### config.mk
export PLATFORM = sky130hd
export DESIGN_NAME = vbs_sad_merge_min
export DESIGN_NICKNAME = d
export VERILOG_FILES = /design/src/rtl/vbs_pkg.sv /design/src/rtl/vbs_adder_tree.sv /design/src/rtl/vbs_min_cell.sv /design/src/rtl/vbs_scan_ctrl.sv /design/src/rtl/vbs_sad_merge_min.sv
export SDC_FILE = /design/constraint.sdc
export NUM_CORES = 2
export LEC_CHECK = 0
export ABC_CLOCK_PERIOD_IN_PS = 5300
export BUFFER_PORTS_ARGS = -buffer_cell sky130_fd_sc_hd__buf_2
export CORE_AREA = 4 4 556 558
export CTS_CLUSTER_DIAMETER = 30
export CTS_CLUSTER_SIZE = 24
export DETAILED_ROUTE_END_ITERATION = 8
export DIE_AREA = 0 0 560 562
export HOLD_SLACK_MARGIN = 0.06
export PLACE_DENSITY = 0.44
export SYNTH_ARGS = -nofsm -noshare
export SYNTH_HDL_FRONTEND = slang
export SYNTH_SLANG_ARGS = --single-unit
### constraint.sdc
create_clock -name clk -period 5.3 [get_ports clk]
set_input_delay 0.265 -clock clk [delete_from_list [all_inputs] [get_ports clk]]
set_output_delay 0.265 -clock clk [all_outputs]
set_load 0.01 [all_outputs]
### src/rtl/vbs_pkg.sv
package vbs_pkg;
   // 4x4 grid of the macroblock
   localparam int GRID  = 4;
   localparam int NCELL = GRID * GRID;
   // partition count and base index of each shape
   localparam int NPART  = 41;
   localparam int B16    = 0;
   localparam int B16X8  = 1;
   localparam int B8X16  = 3;
   localparam int B8     = 5;
   localparam int B8X4   = 9;
   localparam int B4X8   = 17;
   localparam int B4     = 25;
   // a 16x16 sum holds 16 4x4 sums: four extra bits
   localparam int GROW_W = 4;
endpackage

### src/rtl/vbs_adder_tree.sv
module vbs_adder_tree
   import vbs_pkg::*;
#(
   parameter int SAD4_W = 12,
   parameter int SAD_W  = SAD4_W + GROW_W
) (
   input  logic [NCELL*SAD4_W-1:0] sad4_flat,
   output logic [SAD_W-1:0]        psad [NPART]
);
   logic [SAD_W-1:0] g   [GRID][GRID];
   logic [SAD_W-1:0] s8  [4];
   logic [SAD_W-1:0] s16x8 [2];

   for (genvar i = 0; i < NCELL; i++) begin : g_cell
      localparam int R = i / GRID;
      localparam int C = i % GRID;
      assign g[R][C]      = {{(SAD_W-SAD4_W){1'b0}}, sad4_flat[i*SAD4_W +: SAD4_W]};
      assign psad[B4 + i] = g[R][C];
   end

   for (genvar b = 0; b < 4; b++) begin : g_quad
      localparam int R0 = (b / 2) * 2;
      localparam int C0 = (b % 2) * 2;
      logic [SAD_W-1:0] up, lo, lf, rt;
      assign up = g[R0][C0]   + g[R0][C0+1];
      assign lo = g[R0+1][C0] + g[R0+1][C0+1];
      assign lf = g[R0][C0]   + g[R0+1][C0];
      assign rt = g[R0][C0+1] + g[R0+1][C0+1];
      assign psad[B8X4 + 2*b]     = up;
      assign psad[B8X4 + 2*b + 1] = lo;
      assign psad[B4X8 + 2*b]     = lf;
      assign psad[B4X8 + 2*b + 1] = rt;
      assign s8[b]                = up + lo;
      assign psad[B8 + b]         = s8[b];
   end

   assign s16x8[0]     = s8[0] + s8[1];
   assign s16x8[1]     = s8[2] + s8[3];
   assign psad[B16X8]     = s16x8[0];
   assign psad[B16X8 + 1] = s16x8[1];
   assign psad[B8X16]     = s8[0] + s8[2];
   assign psad[B8X16 + 1] = s8[1] + s8[3];
   assign psad[B16]       = s16x8[0] + s16x8[1];
endmodule

### src/rtl/vbs_min_cell.sv
module vbs_min_cell #(
   parameter int SAD_W = 16,
   parameter int MV_W  = 7
) (
   input  logic             clk,
   input  logic             rst_n,
   input  logic             clr,
   input  logic             upd_en,
   input  logic [SAD_W-1:0] cand_sad,
   input  logic [MV_W-1:0]  cand_mvx,
   input  logic [MV_W-1:0]  cand_mvy,
   output logic [SAD_W-1:0] best_sad,
   output logic [MV_W-1:0]  best_mvx,
   output logic [MV_W-1:0]  best_mvy
);
   logic better;
   assign better = upd_en && (cand_sad < best_sad);

   always_ff @(posedge clk or negedge rst_n) begin
      if (!rst_n) begin
         best_sad <= '1;
         best_mvx <= '0;
         best_mvy <= '0;
      end else if (clr) begin
         best_sad <= '1;
         best_mvx <= '0;
         best_mvy <= '0;
      end else if (better) begin
         best_sad <= cand_sad;
         best_mvx <= cand_mvx;
         best_mvy <= cand_mvy;
      end
   end


   no_rise_chk: assert property (@(posedge clk) disable iff (!rst_n)
      !clr |=> best_sad <= $past(best_sad));

   tie_keep_chk: assert property (@(posedge clk) disable iff (!rst_n)
      (!clr && upd_en && cand_sad == best_sad) |=>
         ($stable(best_sad) && $stable(best_mvx) && $stable(best_mvy)));

   idle_hold_chk: assert property (@(posedge clk) disable iff (!rst_n)
      (!clr && !upd_en) |=> ($stable(best_sad) && $stable(best_mvx)));

   clr_ones_chk: assert property (@(posedge clk) disable iff (!rst_n)
      clr |=> (&best_sad && best_mvx == '0 && best_mvy == '0));
endmodule

### src/rtl/vbs_scan_ctrl.sv
module vbs_scan_ctrl #(
   parameter int N_CAND = 4096
) (
   input  logic clk,
   input  logic rst_n,
   input  logic mb_start,
   input  logic cand_valid,
   output logic clr,
   output logic upd_en,
   output logic done
);
   localparam int CNT_W = $clog2(N_CAND + 1);
   logic [CNT_W-1:0] cnt;

   assign clr    = mb_start;
   assign upd_en = cand_valid && !mb_start && !done;

   always_ff @(posedge clk or negedge rst_n) begin
      if (!rst_n) begin
         cnt  <= '0;
         done <= 1'b0;
      end else if (mb_start) begin
         cnt  <= '0;
         done <= 1'b0;
      end else if (upd_en) begin
         cnt <= cnt + 1'b1;
         if (cnt == CNT_W'(N_CAND - 1)) done <= 1'b1;
      end
   end


   done_hold_chk: assert property (@(posedge clk) disable iff (!rst_n)
      (done && !mb_start) |=> done);

   done_count_chk: assert property (@(posedge clk) disable iff (!rst_n)
      done |-> cnt == CNT_W'(N_CAND));

   cnt_range_chk: assert property (@(posedge clk) disable iff (!rst_n)
      cnt <= CNT_W'(N_CAND));

   idle_cnt_chk: assert property (@(posedge clk) disable iff (!rst_n)
      (!cand_valid && !mb_start) |=> $stable(cnt));
endmodule

### src/rtl/vbs_sad_merge_min.sv
module vbs_sad_merge_min
   import vbs_pkg::*;
#(
   parameter int SAD4_W = 12,
   parameter int MV_W   = 7,
   parameter int N_CAND = 4096
) (
   input  logic                              clk,
   input  logic                              rst_n,
   input  logic                              mb_start,
   input  logic                              cand_valid,
   input  logic [MV_W-1:0]                   cand_mvx,
   input  logic [MV_W-1:0]                   cand_mvy,
   input  logic [NCELL*SAD4_W-1:0]           sad4_flat,
   output logic [NPART*(SAD4_W+GROW_W)-1:0]  best_sad_flat,
   output logic [NPART*MV_W-1:0]             best_mvx_flat,
   output logic [NPART*MV_W-1:0]             best_mvy_flat,
   output logic                              search_done
);
   localparam int SAD_W = SAD4_W + GROW_W;

   if (SAD4_W < 1) begin : g_bad_sad
      $error("SAD4_W must be positive");
   end
   if (MV_W < 2) begin : g_bad_mv
      $error("MV_W must be at least 2");
   end
   if (N_CAND < 1) begin : g_bad_cand
      $error("N_CAND must be positive");
   end

   logic [SAD_W-1:0] psad [NPART];
   logic clr, upd_en;

   vbs_adder_tree #(.SAD4_W(SAD4_W), .SAD_W(SAD_W)) u_tree (
      .sad4_flat (sad4_flat),
      .psad      (psad)
   );

   vbs_scan_ctrl #(.N_CAND(N_CAND)) u_ctrl (
      .clk        (clk),
      .rst_n      (rst_n),
      .mb_start   (mb_start),
      .cand_valid (cand_valid),
      .clr        (clr),
      .upd_en     (upd_en),
      .done       (search_done)
   );

   for (genvar p = 0; p < NPART; p++) begin : g_part
      vbs_min_cell #(.SAD_W(SAD_W), .MV_W(MV_W)) u_cell (
         .clk      (clk),
         .rst_n    (rst_n),
         .clr      (clr),
         .upd_en   (upd_en),
         .cand_sad (psad[p]),
         .cand_mvx (cand_mvx),
         .cand_mvy (cand_mvy),
         .best_sad (best_sad_flat[p*SAD_W +: SAD_W]),
         .best_mvx (best_mvx_flat[p*MV_W +: MV_W]),
         .best_mvy (best_mvy_flat[p*MV_W +: MV_W])
      );
   end


   tree_whole_chk: assert property (@(posedge clk) disable iff (!rst_n)
      psad[B16] == psad[B8X16] + psad[B8X16+1]);

   tree_quad_chk: assert property (@(posedge clk) disable iff (!rst_n)
      psad[B8] == psad[B4X8] + psad[B4X8+1]);

   done_freeze_chk: assert property (@(posedge clk) disable iff (!rst_n)
      (search_done && !mb_start) |=> $stable(best_sad_flat));
endmodule

==> impl_metrics.ini <==
[setup_path]
arrival_ns = 6.70
worstPathRequired_ns = 6.02
cp.depth = 39
reg2regPathDepth = 18
endpoint_kind = flip-flop
crit_type = in2reg
cp_slowest_stage_delay_ns = 0.36
crit_top_cell = buf_4
timing.rr.end = g_part[36].u_cell.best_sad[0]$_DFFE_PN1P_
cp_top_family = compound AO/OA/AOI/OAI gates
r2r_start = g_part[36].u_cell.best_sad[1]$_DFFE_PN1P_
crit_buf_inv = 11
critPathSlowestCell = ha_1
path_max_fanout = 7
start_kind = input pin
reg2reg_slack_ns = 0.89

[floorplan]
fp.dieW_um = 560
num_rows = 203
start_util_pct = 22.9
core-area_mm2 = 0.305
die_y_um = 562
io_pins = 1441
dieArea_mm2 = 0.315

[place]
gp_congestion = 0.880
portBuffers = 1440
dp_cells = 12651
hpwlAfterDp_mm = 291
postPlaceCellArea_mm2 = 0.0893

[cts]
cts_buffer_depth = 4
htreeDepth = 5
clock_latency_ns = 0.89
cts.sinks = 1160
clockRootBuffer = clkbuf_16
cts_buffers = 362
path_clk_slew_ns = 0.04
cts_tree = built

[status]
violations = setup timing
status = finished with violations

[drt]
initialDrtViolationCount = 3919
post_drt_wl_per_cell_um = 27.0
wl_mm = 369
dr.pass1.iters = 5
route.detailed.drc = 0
antenna_left = 0
vias = 62729
via_per_inst = 4.60

[power]
power.density_mw_per_mm2 = 708
peakVddDrop_mv = 1.10
p_leak_nw = 56.4

[sta]
period_share_pct = 113
fmax_mhz = 167
report.final.slew_viol_count = 0
setup_viol = 115
finalCriticalPeriod_ns = 5.98
setup_ws_ns = -0.684
rsz0062_at_grt = true
worst_pin_slew_ns = 1.26
fin_skew_ns = 0.0690
max_slew_margin_pct = 15.6
hold_violations = 0
tns_ns = -28.95

[finish]
fillerInstances = 30587
areaGrowthSynthToFinish_pct = 52.8
fin_area_mm2 = 0.107
drive_gt1_share_pct = 45.7
layout_commonest_cell = buf_2
layout_common_cells = 1423 x buf_2, 956 x buf_4, 730 x ha_1
stdcell_count = 13629
nNetsFinal = 10302

[yosys]
synth_seq_cells = 1160
synth_seq_area_share_pct = 42.6
synthArstFlopShare_pct = 100
synth_flop_cell = dfrtp_1
synth_cells = 6573
avgSynthCellArea_um2 = 10.6
ys_warn_count = 0
synth_area_mm2 = 0.0698
synth.net_count = 7590
synth_cell_type_count = 102
synth_edf_count = 0

[global_routing]
grt_pass1_vias = 64286
grt_max_degree = 148
antenna_found_initial = 89
grt_pass1_wl_mm = 506
groute.usage.overall_pct = 22.5
gr-total-overflow = 0

[flow_run]
maxCapViolCount = 0

[min_path]
hold_class = in2async
[sequential cells by signal (all words and copies together) (netlist names)]
signal                  count
g_part.u_cell.best_sad    572
g_part.u_cell.best_mvx    287
g_part.u_cell.best_mvy    287
u_ctrl.cnt                 13
u_ctrl.done                 1
[cells in the mapped netlist (8+ instances only)]
master / instances / share of area, %
nand3_1: 88 / 0.63
o21ai_0: 202 / 1.4
nand2b_1: 95 / 0.85
nor2_1: 365 / 2.0
dfstp_2: 572 / 22
buf_4: 85 / 0.91
o21bai_1: 97 / 1.0
o221ai_1: 10 / 0.13
a211oi_1: 11 / 0.12
xor2_1: 83 / 1.0
nand4_1: 9 / 0.081
clkinv_1: 12 / 0.065
buf_1: 14 / 0.075
a31oi_1: 36 / 0.32
fa_1: 25 / 0.72
maj3_1: 8 / 0.11
nand2_1: 389 / 2.1
a21o_1: 433 / 4.7
o21ai_1: 20 / 0.14
a21oi_1: 286 / 2.1
nor3_1: 25 / 0.18
inv_1: 649 / 3.5
dfrtp_1: 588 / 21
mux2i_1: 285 / 4.1
ha_1: 782 / 14
nor2b_1: 75 / 0.67
o21a_1: 35 / 0.38
xnor2_1: 203 / 2.5
o211ai_1: 46 / 0.49
o22a_1: 304 / 3.8
clkbuf_1: 225 / 1.2
mux2_2: 354 / 5.7
[logic make-up after synthesis]
family	share of synthesized area [%]
xor+xnor	4.00
compound gates	15.8
fa+ha+maj	14.8
mux	9.80
buf+inv	5.83
simple gates	7.09
flops	42.6
[metrics by stage]
| step | setup slack, ns | utilization (%) | power [mW] | hold slack [ns] |
|---|---|---|---|---|
| floorplan | -0.888 | - | 29.1 | -0.0306 |
| global placement | -2.08 | 29.3 | 47.8 | 0.315 |
| detailed placement | -2.07 | 29.3 | 48.1 | 0.320 |
| CTS | -0.582 | 34.8 | 74.4 | 0.0723 |
| global route | -0.963 | 35.0 | 80.0 | 0.0843 |
| finish | -0.684 | 35.0 | 75.5 | 0.146 |
[area by class of cell]
type	count	area, um^2	area share, %
Antenna cell	35	87.6	0.0821
Clock buffer	491	10200	9.53
Clock inverter	185	2760	2.59
Inverter	663	2500	2.35
Multi-Input combinational cell	4419	38600	36.2
Sequential cell	1160	29700	27.9
Tap cell	3997	5000	4.69
Timing Repair Buffer	2679	17800	16.7
[worst register-to-register path, cell delays in order, from the launching register on]
cell           delay (ns)
dfstp_2              0.54
inv_1                0.04
ha_1                 0.27
a21o_1               0.18
a21o_1               0.17
a21o_1               0.17
a21o_1               0.17
a21o_1               0.18
a21o_1               0.18
a21o_1               0.21
a21o_1               0.18
a21o_1               0.17
a21o_1               0.17
a21oi_1              0.17
nor3_1               0.08
nor2_2               0.51
buf_12               0.26
o22a_1               0.17
dlygate4sd3_1        0.54
[worst max-delay path by stage]
stage,slack (ns),start,endpoint
after floorplan,-0.89,sad4_flat[64],g_part[0].u_cell.best_sad[10]$_DFFE_PN1P_
after global placement,-2.08,sad4_flat[72],g_part[0].u_cell.best_sad[14]$_DFFE_PN1P_
after detailed placement,-2.07,sad4_flat[72],g_part[0].u_cell.best_sad[11]$_DFFE_PN1P_
after CTS,-0.58,sad4_flat[168],g_part[0].u_cell.best_sad[6]$_DFFE_PN1P_
after global routing,-0.96,sad4_flat[144],g_part[0].u_cell.best_mvy[3]$_DFFE_PN0P_
final,-0.68,sad4_flat[12],g_part[0].u_cell.best_mvy[3]$_DFFE_PN0P_
[per-layer routing]
layer  GRT usage, %  part of all wire [%]
met5              0                0.0092
met4           7.94                   3.8
met3           6.15                   7.7
met2           37.7                    47
met1           27.7                    41
[report_power, final]
part	switching (mW)	leakage [nW]	internal, mW	total, mW
Combinational	20.8	36.3	20.8	41.6
Sequential	0.852	13.8	10.4	11.2
Clock	6.84	6.32	15.8	22.6
Total	28.5	56.4	47.0	75.5
[timing repair]
action | 4_1_cts | 5_1_grt
cloned | 1 | 2
endpoints found under the hold margin | 743 | 0
gates resized for setup | 219 | 98
endpoints found under the setup margin | 146 | 147
pin swaps | 100 | 65
hold buffers | 226 | 0
buffers inserted | 29 | 12
Note: power is estimated with default switching activity, not from simulation.
